--- src/rtl/pdw_pkg.sv ---
package pdw_pkg;

    // Number of watched pins and derived register geometry.
    localparam int unsigned PDW_PINS  = 4;
    localparam int unsigned PDW_REG_W = 2 * PDW_PINS;

    typedef logic [PDW_PINS-1:0]  pin_vec_t;
    typedef logic [PDW_REG_W-1:0] reg_byte_t;

    // Register layout: flags in the upper half, level snapshot in the lower.
    typedef struct packed {
        pin_vec_t flag;
        pin_vec_t level;
    } chg_reg_t;

    localparam chg_reg_t CHG_REG_RESET = '{flag: '0, level: '0};

    // Flag update: a read wipes the old flags, fresh changes always land.
    function automatic pin_vec_t next_flags(
        input pin_vec_t cur_flags,
        input pin_vec_t changed,
        input logic     read_now
    );
        pin_vec_t kept;
        kept = read_now ? '0 : cur_flags;
        return kept | changed;
    endfunction

    // Interrupt update follows the same clear-then-merge rule.
    function automatic logic next_irq(
        input logic     cur_irq,
        input pin_vec_t changed,
        input logic     read_now
    );
        logic kept;
        kept = read_now ? 1'b0 : cur_irq;
        return kept | (|changed);
    endfunction

    function automatic reg_byte_t pack_reg(input chg_reg_t r);
        return {r.flag, r.level};
    endfunction

endpackage

--- src/rtl/pdw_sync.sv ---
module pdw_sync
    import pdw_pkg::*;
#(
    parameter int unsigned STAGES = 2
) (
    input  logic     clk,
    input  logic     rst,
    input  pin_vec_t raw_i,
    output pin_vec_t sync_o
);

    localparam int unsigned LAST = STAGES - 1;

    // One independent flop chain per pin.
    for (genvar p = 0; p < PDW_PINS; p++) begin : g_pin
        logic [STAGES-1:0] chain_q;

        if (STAGES == 1) begin : g_single
            always_ff @(posedge clk) begin
                if (rst) begin
                    chain_q <= '0;
                end else begin
                    chain_q[0] <= raw_i[p];
                end
            end
        end else begin : g_multi
            always_ff @(posedge clk) begin
                if (rst) begin
                    chain_q <= '0;
                end else begin
                    chain_q <= {chain_q[STAGES-2:0], raw_i[p]};
                end
            end
        end

        assign sync_o[p] = chain_q[LAST];
    end

endmodule

--- src/rtl/pdw_edge.sv ---
module pdw_edge
    import pdw_pkg::*;
(
    input  logic     clk,
    input  logic     rst,
    input  pin_vec_t sync_i,
    output pin_vec_t changed_o
);

    // Last level seen on each synchronised pin; zero after reset so that a
    // pin held high through reset reports a change.
    pin_vec_t seen_q;

    always_ff @(posedge clk) begin
        if (rst) begin
            seen_q <= '0;
        end else begin
            seen_q <= sync_i;
        end
    end

    for (genvar p = 0; p < PDW_PINS; p++) begin : g_cmp
        assign changed_o[p] = sync_i[p] ^ seen_q[p];
    end

endmodule

--- src/rtl/pdw_reg.sv ---
module pdw_reg
    import pdw_pkg::*;
(
    input  logic     clk,
    input  logic     rst,
    input  pin_vec_t sync_i,
    input  pin_vec_t changed_i,
    input  logic     rd_stb,
    output chg_reg_t reg_o,
    output logic     irq_o
);

    chg_reg_t reg_q, reg_d;
    logic     irq_q, irq_d;
    logic     any_change;

    assign any_change = |changed_i;

    always_comb begin
        reg_d      = reg_q;
        reg_d.flag = next_flags(reg_q.flag, changed_i, rd_stb);
        if (any_change) begin
            reg_d.level = sync_i;
        end
        irq_d = next_irq(irq_q, changed_i, rd_stb);
    end

    always_ff @(posedge clk) begin
        if (rst) begin
            reg_q <= CHG_REG_RESET;
            irq_q <= 1'b0;
        end else begin
            reg_q <= reg_d;
            irq_q <= irq_d;
        end
    end

    assign reg_o = reg_q;
    assign irq_o = irq_q;

endmodule

--- src/rtl/pin_delta_watch.sv ---
module pin_delta_watch
    import pdw_pkg::*;
#(
    parameter int unsigned SYNC_STAGES = 2
) (
    input  logic                 clk,
    input  logic                 rst,
    input  logic [PDW_PINS-1:0]  pins_i,
    input  logic                 rd_stb,
    output logic [PDW_REG_W-1:0] rd_data,
    output logic                 chg_irq
);

    pin_vec_t sync_w;
    pin_vec_t change_w;
    chg_reg_t reg_w;

    pdw_sync #(
        .STAGES(SYNC_STAGES)
    ) u_sync (
        .clk   (clk),
        .rst   (rst),
        .raw_i (pins_i),
        .sync_o(sync_w)
    );

    pdw_edge u_edge (
        .clk      (clk),
        .rst      (rst),
        .sync_i   (sync_w),
        .changed_o(change_w)
    );

    pdw_reg u_reg (
        .clk      (clk),
        .rst      (rst),
        .sync_i   (sync_w),
        .changed_i(change_w),
        .rd_stb   (rd_stb),
        .reg_o    (reg_w),
        .irq_o    (chg_irq)
    );

    assign rd_data = pack_reg(reg_w);

endmodule

--- config.mk ---
export PLATFORM = sky130hd
export DESIGN_NAME = pin_delta_watch
export DESIGN_NICKNAME = d
export VERILOG_FILES = /design/src/rtl/pdw_pkg.sv /design/src/rtl/pdw_sync.sv /design/src/rtl/pdw_edge.sv /design/src/rtl/pdw_reg.sv /design/src/rtl/pin_delta_watch.sv
export SDC_FILE = /design/constraint.sdc
export NUM_CORES = 1
export LEC_CHECK = 0
export ABC_AREA = 1
export ABC_CLOCK_PERIOD_IN_PS = 2250
export BUFFER_PORTS_ARGS = -buffer_cell sky130_fd_sc_hd__clkbuf_2
export CELL_PAD_IN_SITES_DETAIL_PLACEMENT = 0
export CELL_PAD_IN_SITES_GLOBAL_PLACEMENT = 1
export CORE_MARGIN = 4
export CORE_UTILIZATION = 39
export CTS_CLUSTER_SIZE = 25
export DETAILED_ROUTE_END_ITERATION = 10
export PLACE_DENSITY_LB_ADDON = 0.1
export SLEW_MARGIN = 0
export SYNTH_ARGS = -nofsm -noshare
export SYNTH_HDL_FRONTEND = slang
export SYNTH_HIERARCHICAL = 1
export SYNTH_SLANG_ARGS = --single-unit
--- constraint.sdc ---
create_clock -name clk -period 2.25 [get_ports clk]
set_input_delay 0.225 -clock clk [delete_from_list [all_inputs] [get_ports clk]]
set_output_delay 0.225 -clock clk [all_outputs]
set_load 0.005 [all_outputs]
==> results of run 1 <==
==> kinds of logic after synthesis <==
| kind of cell | after synthesis | synth area share (%) |
|---|---|---|
| compound gates | 9 | 5.68 |
| buf+inv | 29 | 16.6 |
| simple gates | 44 | 24.8 |
| flops | 21 | 53.0 |
==> layer usage <==
metal / vias to the layer above / share of wire, % / GRT usage, %
li1: 322 / - / -
met1: 222 / 50 / 13.5
met2: 12 / 42 / 15.1
met3: 2 / 6.7 / 3.38
met4: 0 / 1.5 / 6.38
met5: - / 0 / 0
==> critical path: cells and delay by family (launching register included) <==
family          cells  cell delay (ns)
simple gates        4             0.44
buf+inv             2             0.11
flops               1             0.38
compound gates      1             0.11
==> per-stage QoR <==
| stage | cells | hold WS, ns | utilization (%) | power [mW] |
|---|---|---|---|---|
| after floorplan | 103 | 0.297 | - | 0.475 |
| after global placement | 140 | 0.393 | 44.3 | 0.500 |
| after detailed placement | 140 | 0.394 | 44.3 | 0.499 |
| after CTS | 144 | 0.0917 | 45.7 | 0.680 |
| after global routing | 144 | 0.0869 | 45.7 | 0.716 |
| final | 144 | 0.104 | 45.7 | 0.666 |
==> layout by cell type (no fill, tap or decap) <==
cell type,netlist,layout
nand2_2,1,1
nor2_1,21,21
clkbuf_2,0,15
nand3_1,4,4
nor2_8,1,1
dfxtp_1,21,21
clkbuf_1,0,1
clkbuf_4,0,3
o21ai_1,1,1
a21oi_1,8,8
inv_1,24,24
nand2_1,16,16
nor2_4,1,1
==> state kept, by name, summed over array words and instances (netlist names) <==
name and cells:
u_edge/seen_q 4, u_reg/reg_o 8, u_reg/irq_o 1, u_sync/g_pin.chain_q 8
==> power groups by stage <==
stage / clock network [mW] / logic (mW) / registers, mW
floorplan: 0 / 0.0626 / 0.412
global placement: 0 / 0.0876 / 0.412
detailed placement: 0 / 0.0863 / 0.413
CTS: 0.189 / 0.0868 / 0.405
global route: 0.209 / 0.100 / 0.407
finish: 0.177 / 0.0851 / 0.404
==> layout make-up <==
cell class                 count  share of cell area [%]
sequential                    21                    47.4
multi-input combinational     53                    27.2
inverter                      24                    10.2
timing repair buffer          15                    8.46
tap                           27                    3.81
clock buffer                   4                    2.96
==> path summary, 6_finish.rpt <==
check	slack, ns	from	to
setup / recovery	1.11	u_sync/g_pin[0].chain_q[1]	u_reg/irq_o
hold / removal	0.10	pins_i[2]	u_sync/g_pin[2].chain_q[0]
setup reg to reg	1.11	u_sync/g_pin[0].chain_q[1]	u_reg/irq_o
hold reg to reg	0.41	u_sync/g_pin[0].chain_q[0]	u_sync/g_pin[0].chain_q[1]
==> results.cfg, run 1 <==
[outcome]
status = finished, final reports clean

[clock_network]
root_buffer = clkbuf_4
cts_made_buffers = 3
clk_latency_ns = 0.29
clk_path_buf_depth = 2
post_cts_buffers = 0
post_cts_resize_count = 0
cts.sinks = 21
h-tree-depth = 1
cts_tree = built
ctsHoldBuffers = 0
clk_pin_slew_ns = 0.11

[routing]
antenna_left = 0
wl_per_cell_um = 8.29
vias = 558
first_iter_violations = 10
first_pass_iters = 3
routed_wl_mm = 1.19
viasPerCell = 3.88
drc_errors = 0

[sta]
rsz0062_at_grt = false
min_period_ns = 1.14
setup_viol_count_final = 0
finalSetupTns_ns = 0
clock.fmax_mhz = 880
hold_violations = 0
maxSlewViolCount = 0
post-route-period-util_pct = 50.5
maxSlewHeadroom_pct = 78.2
worstMarginPinSlew_ns = 0.326
fin_skew_ns = 0.00105
finalWorstSetupSlack_ns = 1.11

[global_routing]
grt_pass1_wl_mm = 2.07
grt_use_total_pct = 10.5
gr-total-overflow = 0
antenna_found_initial = 0
grt_pass1_vias = 479
grt_max_degree = 18

[final_layout]
multi_input_area_um2 = 241
drive_gt1_share_pct = 17.9
area_growth_pct = 11.8
final-seq-area_um2 = 420
fillers = 213
final_area_um2 = 887
antenna_cells = 0
finalNetCount = 125

[floorplan]
die_area_um2 = 2820
initial_utilization_pct = 40.9
die_x_um = 53.1
core_area_um2 = 1940
rows = 16
io_pins = 16
die_height_um = 53.1

[worst_setup_path]
cp_cell_sequence = inv_1, nand2_1, nand2_1, nor2_8, nand2_2, o21ai_1, inv_1
max_stage_delay_ns = 0.38
path_max_fanout = 9
crit_path_end_kind = flip-flop
slowest_stage = dfxtp_1
start_kind = flip-flop
path_class = flip-flop to flip-flop
rr_worst_depth = 7
crit_arrival_ns = 1.34
critPathRequiredTime_ns = 2.45

[yosys]
synthArstFlopShare_pct = 0
synth_cell_types = 12
ys_ff_latch = 21
synth_ff_type = dfxtp_1
synth_top_area_share_pct = 53.0
synth_commonest_cells = inv_1, dfxtp_1, nor2_1, nand2_1, a21oi_1
synthTopCellsByArea = dfxtp_1, inv_1, nor2_1, nand2_1, a21oi_1
syn_nets = 110
syn_area_um2 = 793
synthCells = 103
yosysMostFrequentCell = inv_1
synth_area_leader_cell = dfxtp_1
synth-edff-count = 0
yosys_warnings = 6
yosysSeqAreaShare_pct = 53.0
synth.avg_cell_area_um2 = 7.70

[power_and_ir_drop]
switching_share_pct = 25.0
p_int_uw = 499
power_density_nw_per_um2 = 750
p_seq_share_pct = 60.7
irDropWorstVdd_mv = 0.535
p_leak_nw = 0.451
clkPwrFrac_pct = 26.5
p_comb_share_pct = 12.8
switchingPower_uw = 166

[placed_design]
place_ws_ns = 1.10
dp_hpwl_um = 890
postPlaceCellArea_um2 = 861
port_buffers = 15
gp_congestion = 0.683

[hold_path]
min_path_cells = 3
hp-class = input port to flip-flop

[run]
max_cap_violations = 0
(Power assumes the default switching activity.)
==> inputs of run 2 (changes only) <==
Settings changed: ABC_CLOCK_PERIOD_IN_PS 2250 to 1100, CORE_UTILIZATION 39 to 37.
Clock period 2.25 ns to 1.1 ns, I/O delays scaled along.
==> run 2 against run 1 <==
Setup slack worse by 1.0 ns. Cell area increased by 18%. Utilization rose by 6.8 points. Fmax is 11% higher. Hold slack improved by 0.024 ns. Clock power rose by 110%. Clock skew rose by 0.0016 ns. First-iteration DRC count increased by 20%. Sequential power grew 100%. Clock-buffer cell count did not move. Critical path type unchanged.
==> results.cfg, run 2 (synthesis gave the netlist of run 1 again) <==
[placed_design]
port_buffers = 15
gp_congestion = 0.659
postPlaceCellArea_um2 = 906
dp_hpwl_um = 919

[hold_path]
hp-class = input port to flip-flop
hp-start = rd_stb

[floorplan]
core_area_um2 = 2000
rows = 16
die_height_um = 54.3
die_area_um2 = 2950
initial_utilization_pct = 39.6
io_pins = 16
die_x_um = 54.3

[outcome]
status = finished, final reports clean

[clock_network]
cts_tree = built
clk_path_buf_depth = 2
h-tree-depth = 1
root_buffer = clkbuf_4
clk_latency_ns = 0.30
clk_pin_slew_ns = 0.11
cts_made_buffers = 3
cts.sinks = 21

[sta]
maxSlewViolCount = 0
clock.fmax_mhz = 979
fin_skew_ns = 0.00267
setup_viol_count_final = 0
hold_violations = 0
maxSlewHeadroom_pct = 88.7
rsz0062_at_grt = true
min_period_ns = 1.02
worstMarginPinSlew_ns = 0.170
hold_ws_ns = 0.127
post-route-period-util_pct = 92.9

[routing]
viasPerCell = 4.11
first_iter_violations = 12
first_pass_iters = 4
routed_wl_mm = 1.37
antenna_left = 0
drc_errors = 0
wl_per_cell_um = 8.69
vias = 649

[global_routing]
antenna_found_initial = 0
grt_pass1_vias = 561
gr-total-overflow = 0
grt_use_total_pct = 11.0
grt_max_degree = 16
grt_pass1_wl_mm = 2.34

[worst_setup_path]
crit_arrival_ns = 1.23
timing.rr.start = u_sync/g_pin[3].chain_q[1]
start_kind = flip-flop
slowest_stage = dfxtp_2
critical_path_buf_inv_count = 2
cp_common_cell = inv_1
path_max_fanout = 5
crit_start = u_sync/g_pin[3].chain_q[1]
path_delay_family = simple AND/OR/NAND/NOR gates
cp_cell_sequence = inv_1, nand2_1, nand2_4, nor2_8, nand2_2, o21ai_2, inv_1
critPathRequiredTime_ns = 1.31
crit_path_end_kind = flip-flop
reg2reg_setup_slack_ns = 0.08
max_stage_delay_ns = 0.35
path_class = flip-flop to flip-flop

[final_layout]
fillers = 225
drive_gt1_share_pct = 32.1
layout_common_cells = inv_1, nor2_1, dfxtp_1
antenna_cells = 0
final_common_cell = inv_1
finalNetCount = 139
final-seq-area_um2 = 427
multi_input_area_um2 = 295
final_area_um2 = 1050
area_growth_pct = 32.3

[power_and_ir_drop]
irDropWorstVdd_mv = 0.819
p_leak_nw = 0.519
power_density_nw_per_um2 = 1360

[run]
max_cap_violations = 0
==> run 2: cell type report <==
| cell class | count | area share (%) |
|---|---|---|
| Tap cell | 27 | 3.22 |
| Inverter | 24 | 8.58 |
| Timing Repair Buffer | 27 | 16.9 |
| Clock buffer | 4 | 2.50 |
| Multi-Input combinational cell | 55 | 28.1 |
| Sequential cell | 21 | 40.6 |
==> run 2: stage by stage <==
stage | power (mW) | TNS (ns) | cells | worst slack, ns | util (%)
final | 1.42 | 0 | 158 | 0.0783 | 52.4
after global routing | 1.52 | -0.0341 | 158 | -0.0202 | 52.4
after CTS | 1.43 | 0 | 157 | 0.0168 | 50.2
after detailed placement | 1.04 | -0.0629 | 146 | -0.0315 | 45.3
after global placement | 1.04 | -0.150 | 146 | -0.0455 | 45.3
after floorplan | 0.971 | 0 | 103 | 0.0307 | -
==> run 2: path summary, 6_finish.rpt <==
kind | endpoint | depth (start not counted)
max | u_reg/irq_o | 7
min | u_reg/irq_o | 4
max reg2reg | u_reg/irq_o | 7
min reg2reg | u_sync/g_pin[1].chain_q[1] | 2
==> run 2: power breakdown <==
part | switching, mW | internal, mW
Combinational | 0.121 | 0.112
Clock | 0.221 | 0.141
Sequential | 0.0213 | 0.807
==> run 2: worst reg2reg max path, stage by stage (launching register included) <==
cell and delay [ns]:
dfxtp_2 0.35, inv_1 0.05, nand2_1 0.09, nand2_4 0.10, nor2_8 0.15, nand2_2 0.06
o21ai_2 0.10, inv_1 0.04
==> run 2: what timing repair did <==
| item | in CTS | in global routing |
|---|---|---|
| setup endpoints to repair | 5 | 6 |
| gates resized for setup | 3 | 13 |
| hold buffers | 5 | 0 |
| cloned | 2 | 0 |
| endpoints found under the hold margin | 5 | 0 |
| pin swaps | 2 | 4 |
| setup buffers | 0 | 1 |
==> run 2: routing by layer <==
layer  wire length [um]  vias up  track usage, %
met5                  0        -               0
met4                 19        0            3.73
met1                614      273            13.1
li1                   -      357               -
met2                655       17            18.5
met3                 84        2            3.54
==> inputs of run 3 (changes only) <==
Settings changed: CORE_UTILIZATION 37 to 38, CTS_BUF_LIST set to sky130_fd_sc_hd__clkbuf_8, SYNTH_HIERARCHICAL 1 to not set.
==> run 3 against run 2 <==
Hold slack got worse by 0.088 ns. Combinational power decreased by 17%. Utilization decreased by 2.1 points. Via count increased by 2.5%. Cell area decreased by 5.8%. Die area decreased by 2.5%. Largest power group unchanged. Synthesized area decreased by 0.32%. Sequential power about the same. Routed wire length increased by 2.3%. Power increased by 4.9%. Fmax increased by 1.1%. Synthesized cell count increased by 9.7%.
==> results.cfg, run 3 <==
[sta]
setup_viol_count_final = 0
clock.fmax_mhz = 989
min_period_ns = 1.01
post-route-period-util_pct = 91.9
maxSlewViolCount = 0
hold_violations = 0
finalSetupTns_ns = 0
fin_skew_ns = 0.000471
maxSlewHeadroom_pct = 86.5
worstMarginPinSlew_ns = 0.202
finalWorstSetupSlack_ns = 0.0893

[routing]
routed_wl_mm = 1.41
viasPerCell = 4.18
antenna_left = 0
drc_errors = 0
wl_met1_um = 626
wl_per_cell_um = 8.84
first_iter_violations = 6
top_layer = met4
vias = 665
dr_wl_met2_um = 657
first_pass_iters = 4
met3WireLength_um = 82

[yosys]
synth_commonest_cells = nand2_1, inv_1, dfxtp_1, nor2_1
yosysMostFrequentCell = nand2_1
syn_area_um2 = 791
synthTopCellsByArea = dfxtp_1, nand2_1, inv_1, nor2_1, a21oi_1
yosys_warnings = 0
syn_nets = 120
synth_area_leader_cell = dfxtp_1
ys_ff_latch = 21
synthCells = 113
synth.avg_cell_area_um2 = 7.00
yosysSeqAreaShare_pct = 53.2
synthArstFlopShare_pct = 0
synth_ff_type = dfxtp_1
synth-edff-count = 0
synth_top_area_share_pct = 53.2
synth_cell_types = 12

[power_and_ir_drop]
switchingPower_uw = 360
clkPwrFrac_pct = 31.7
p_leak_nw = 0.511
irDropWorstVdd_mv = 0.998
switching_share_pct = 24.1
p_int_mw = 1.13
power_density_nw_per_um2 = 1510
p_seq_share_pct = 55.3
p_comb_share_pct = 13.0

[placed_design]
dp_hpwl_mm = 1.08
place_ws_ns = -0.0278
gp_congestion = 0.712
dp.cells = 154
port_buffers = 15

[global_routing]
antenna_found_initial = 0
grt_use_total_pct = 12.1
grt_max_degree = 12
grt_pass1_wl_mm = 2.41
gr-total-overflow = 0
grt_pass1_vias = 590

[final_layout]
finalNetCount = 140
drive_gt1_share_pct = 29.5
layout_common_cells = nand2_1, inv_1, nor2_1
fin_cells = 159
final_common_cell = nand2_1
area_growth_pct = 25.0
antenna_cells = 0
utilization_pct = 50.4

[floorplan]
initial_utilization_pct = 40.3
io_pins = 16
die_x_um = 53.6
die_height_um = 53.6
core_area_um2 = 1960
die_area_um2 = 2870
rows = 16

[clock_network]
root_buffer = clkbuf_8
cts.sinks = 21
clk_latency_ns = 0.25
cts_tree = built
cts_made_buffers = 3
h-tree-depth = 1
clk_pin_slew_ns = 0.07
clk_path_buf_depth = 2
ctsHoldBuffers = 0

[worst_setup_path]
crit_path_end_kind = flip-flop
critical_path.endpoint = u_reg.irq_o
path_class = flip-flop to flip-flop
timing.rr.start = u_sync.g_pin[1].chain_q[1]
crit_start = u_sync.g_pin[1].chain_q[1]
reg2reg_to = u_reg.irq_o
path_max_fanout = 5
crit_arrival_ns = 1.17
critPathRequiredTime_ns = 1.26
rr_worst_depth = 7
reg2reg_setup_slack_ns = 0.09
start_kind = flip-flop

[hold_path]
hp-class = input port to flip-flop

[run]
max_cap_violations = 0

[outcome]
status = finished, final reports clean
run 3: changes by cell type in the layout (fill, tap and decap cells not counted):
cell           change
dlygate4sd3_1      -5
nand2_1           +17
nor2_8             -1
nand2_2            +1
inv_1              -1
nand2_4            -3
clkbuf_4           -3
dfxtp_4            +2
dfxtp_1            -2
a21oi_1            -4
buf_4              -5
clkbuf_1           -1
inv_2              +3
clkbuf_8           +3
run 3: kinds of logic (layout without fill, tap and decap cells):
| logic type | count (synthesis) | after routing | synth area share [%] |
|---|---|---|---|
| AND/OR/NAND/NOR | 60 | 60 | 30.7 |
| buffers and inverters | 27 | 46 | 13.0 |
| flip-flops | 21 | 21 | 53.2 |
| AO/OA/AOI/OAI | 5 | 5 | 3.16 |
run 3: power by group through the flow:
stage / sequential, mW / clock, mW / combinational [mW]
6_report: 0.826 / 0.474 / 0.194
3_3_place_gp: 0.844 / 0 / 0.180
4_1_cts: 0.828 / 0.502 / 0.188
5_1_grt: 0.831 / 0.523 / 0.228
3_5_place_dp: 0.845 / 0 / 0.181
2_1_floorplan: 0.846 / 0 / 0.116
run 3: worst min-delay path by stage:
stage | startpoint | end | slack, ns | depth (start not counted)
global placement | pins_i[2] | u_sync.g_pin[2].chain_q[0] | 0.31 | 3
global route | pins_i[1] | u_sync.g_pin[1].chain_q[0] | 0.06 | 3
floorplan | pins_i[0] | u_sync.g_pin[0].chain_q[0] | 0.22 | 2
detailed placement | pins_i[2] | u_sync.g_pin[2].chain_q[0] | 0.31 | 3
CTS | pins_i[2] | u_sync.g_pin[2].chain_q[0] | 0.03 | 3
finish | pins_i[2] | u_sync.g_pin[2].chain_q[0] | 0.04 | 3
run 3: cell type report:
cell class / count / area, um^2
multi-input combinational: 65 / 292
sequential: 21 / 434
clock inverter: 1 / 3.75
clock buffer: 3 / 41.3
fill: 240 / 973
tap: 27 / 33.8
inverter: 25 / 93.8
timing repair buffer: 17 / 90.1
run 3: routing by layer:
metal,GRT usage (%),vias to the layer above
met2,18.4,14
met4,8.94,0
met5,0,-
li1,-,361
met3,3.32,4
met1,14.7,286
run 3: what timing repair did:
action,4_1_cts,5_1_grt
endpoints found under the setup margin,5,5
setup buffers,0,1
pin swaps,0,3
gates resized for setup,2,16
run 3: worst max-delay path: stages (launching register included):
cell     delay [ns]
dfxtp_2        0.35
inv_2          0.05
nand2_1        0.06
nand2_2        0.07
nor2_4         0.17
nand2_2        0.07
o21ai_2        0.10
inv_1          0.04
run 3: per-stage QoR:
stage	power (mW)	hold WS [ns]	area, um^2
2_1_floorplan	0.963	0.217	791
3_3_place_gp	1.02	0.306	898
3_5_place_dp	1.03	0.309	898
4_1_cts	1.52	0.0288	953
5_1_grt	1.58	0.0594	988
6_report	1.49	0.0392	988
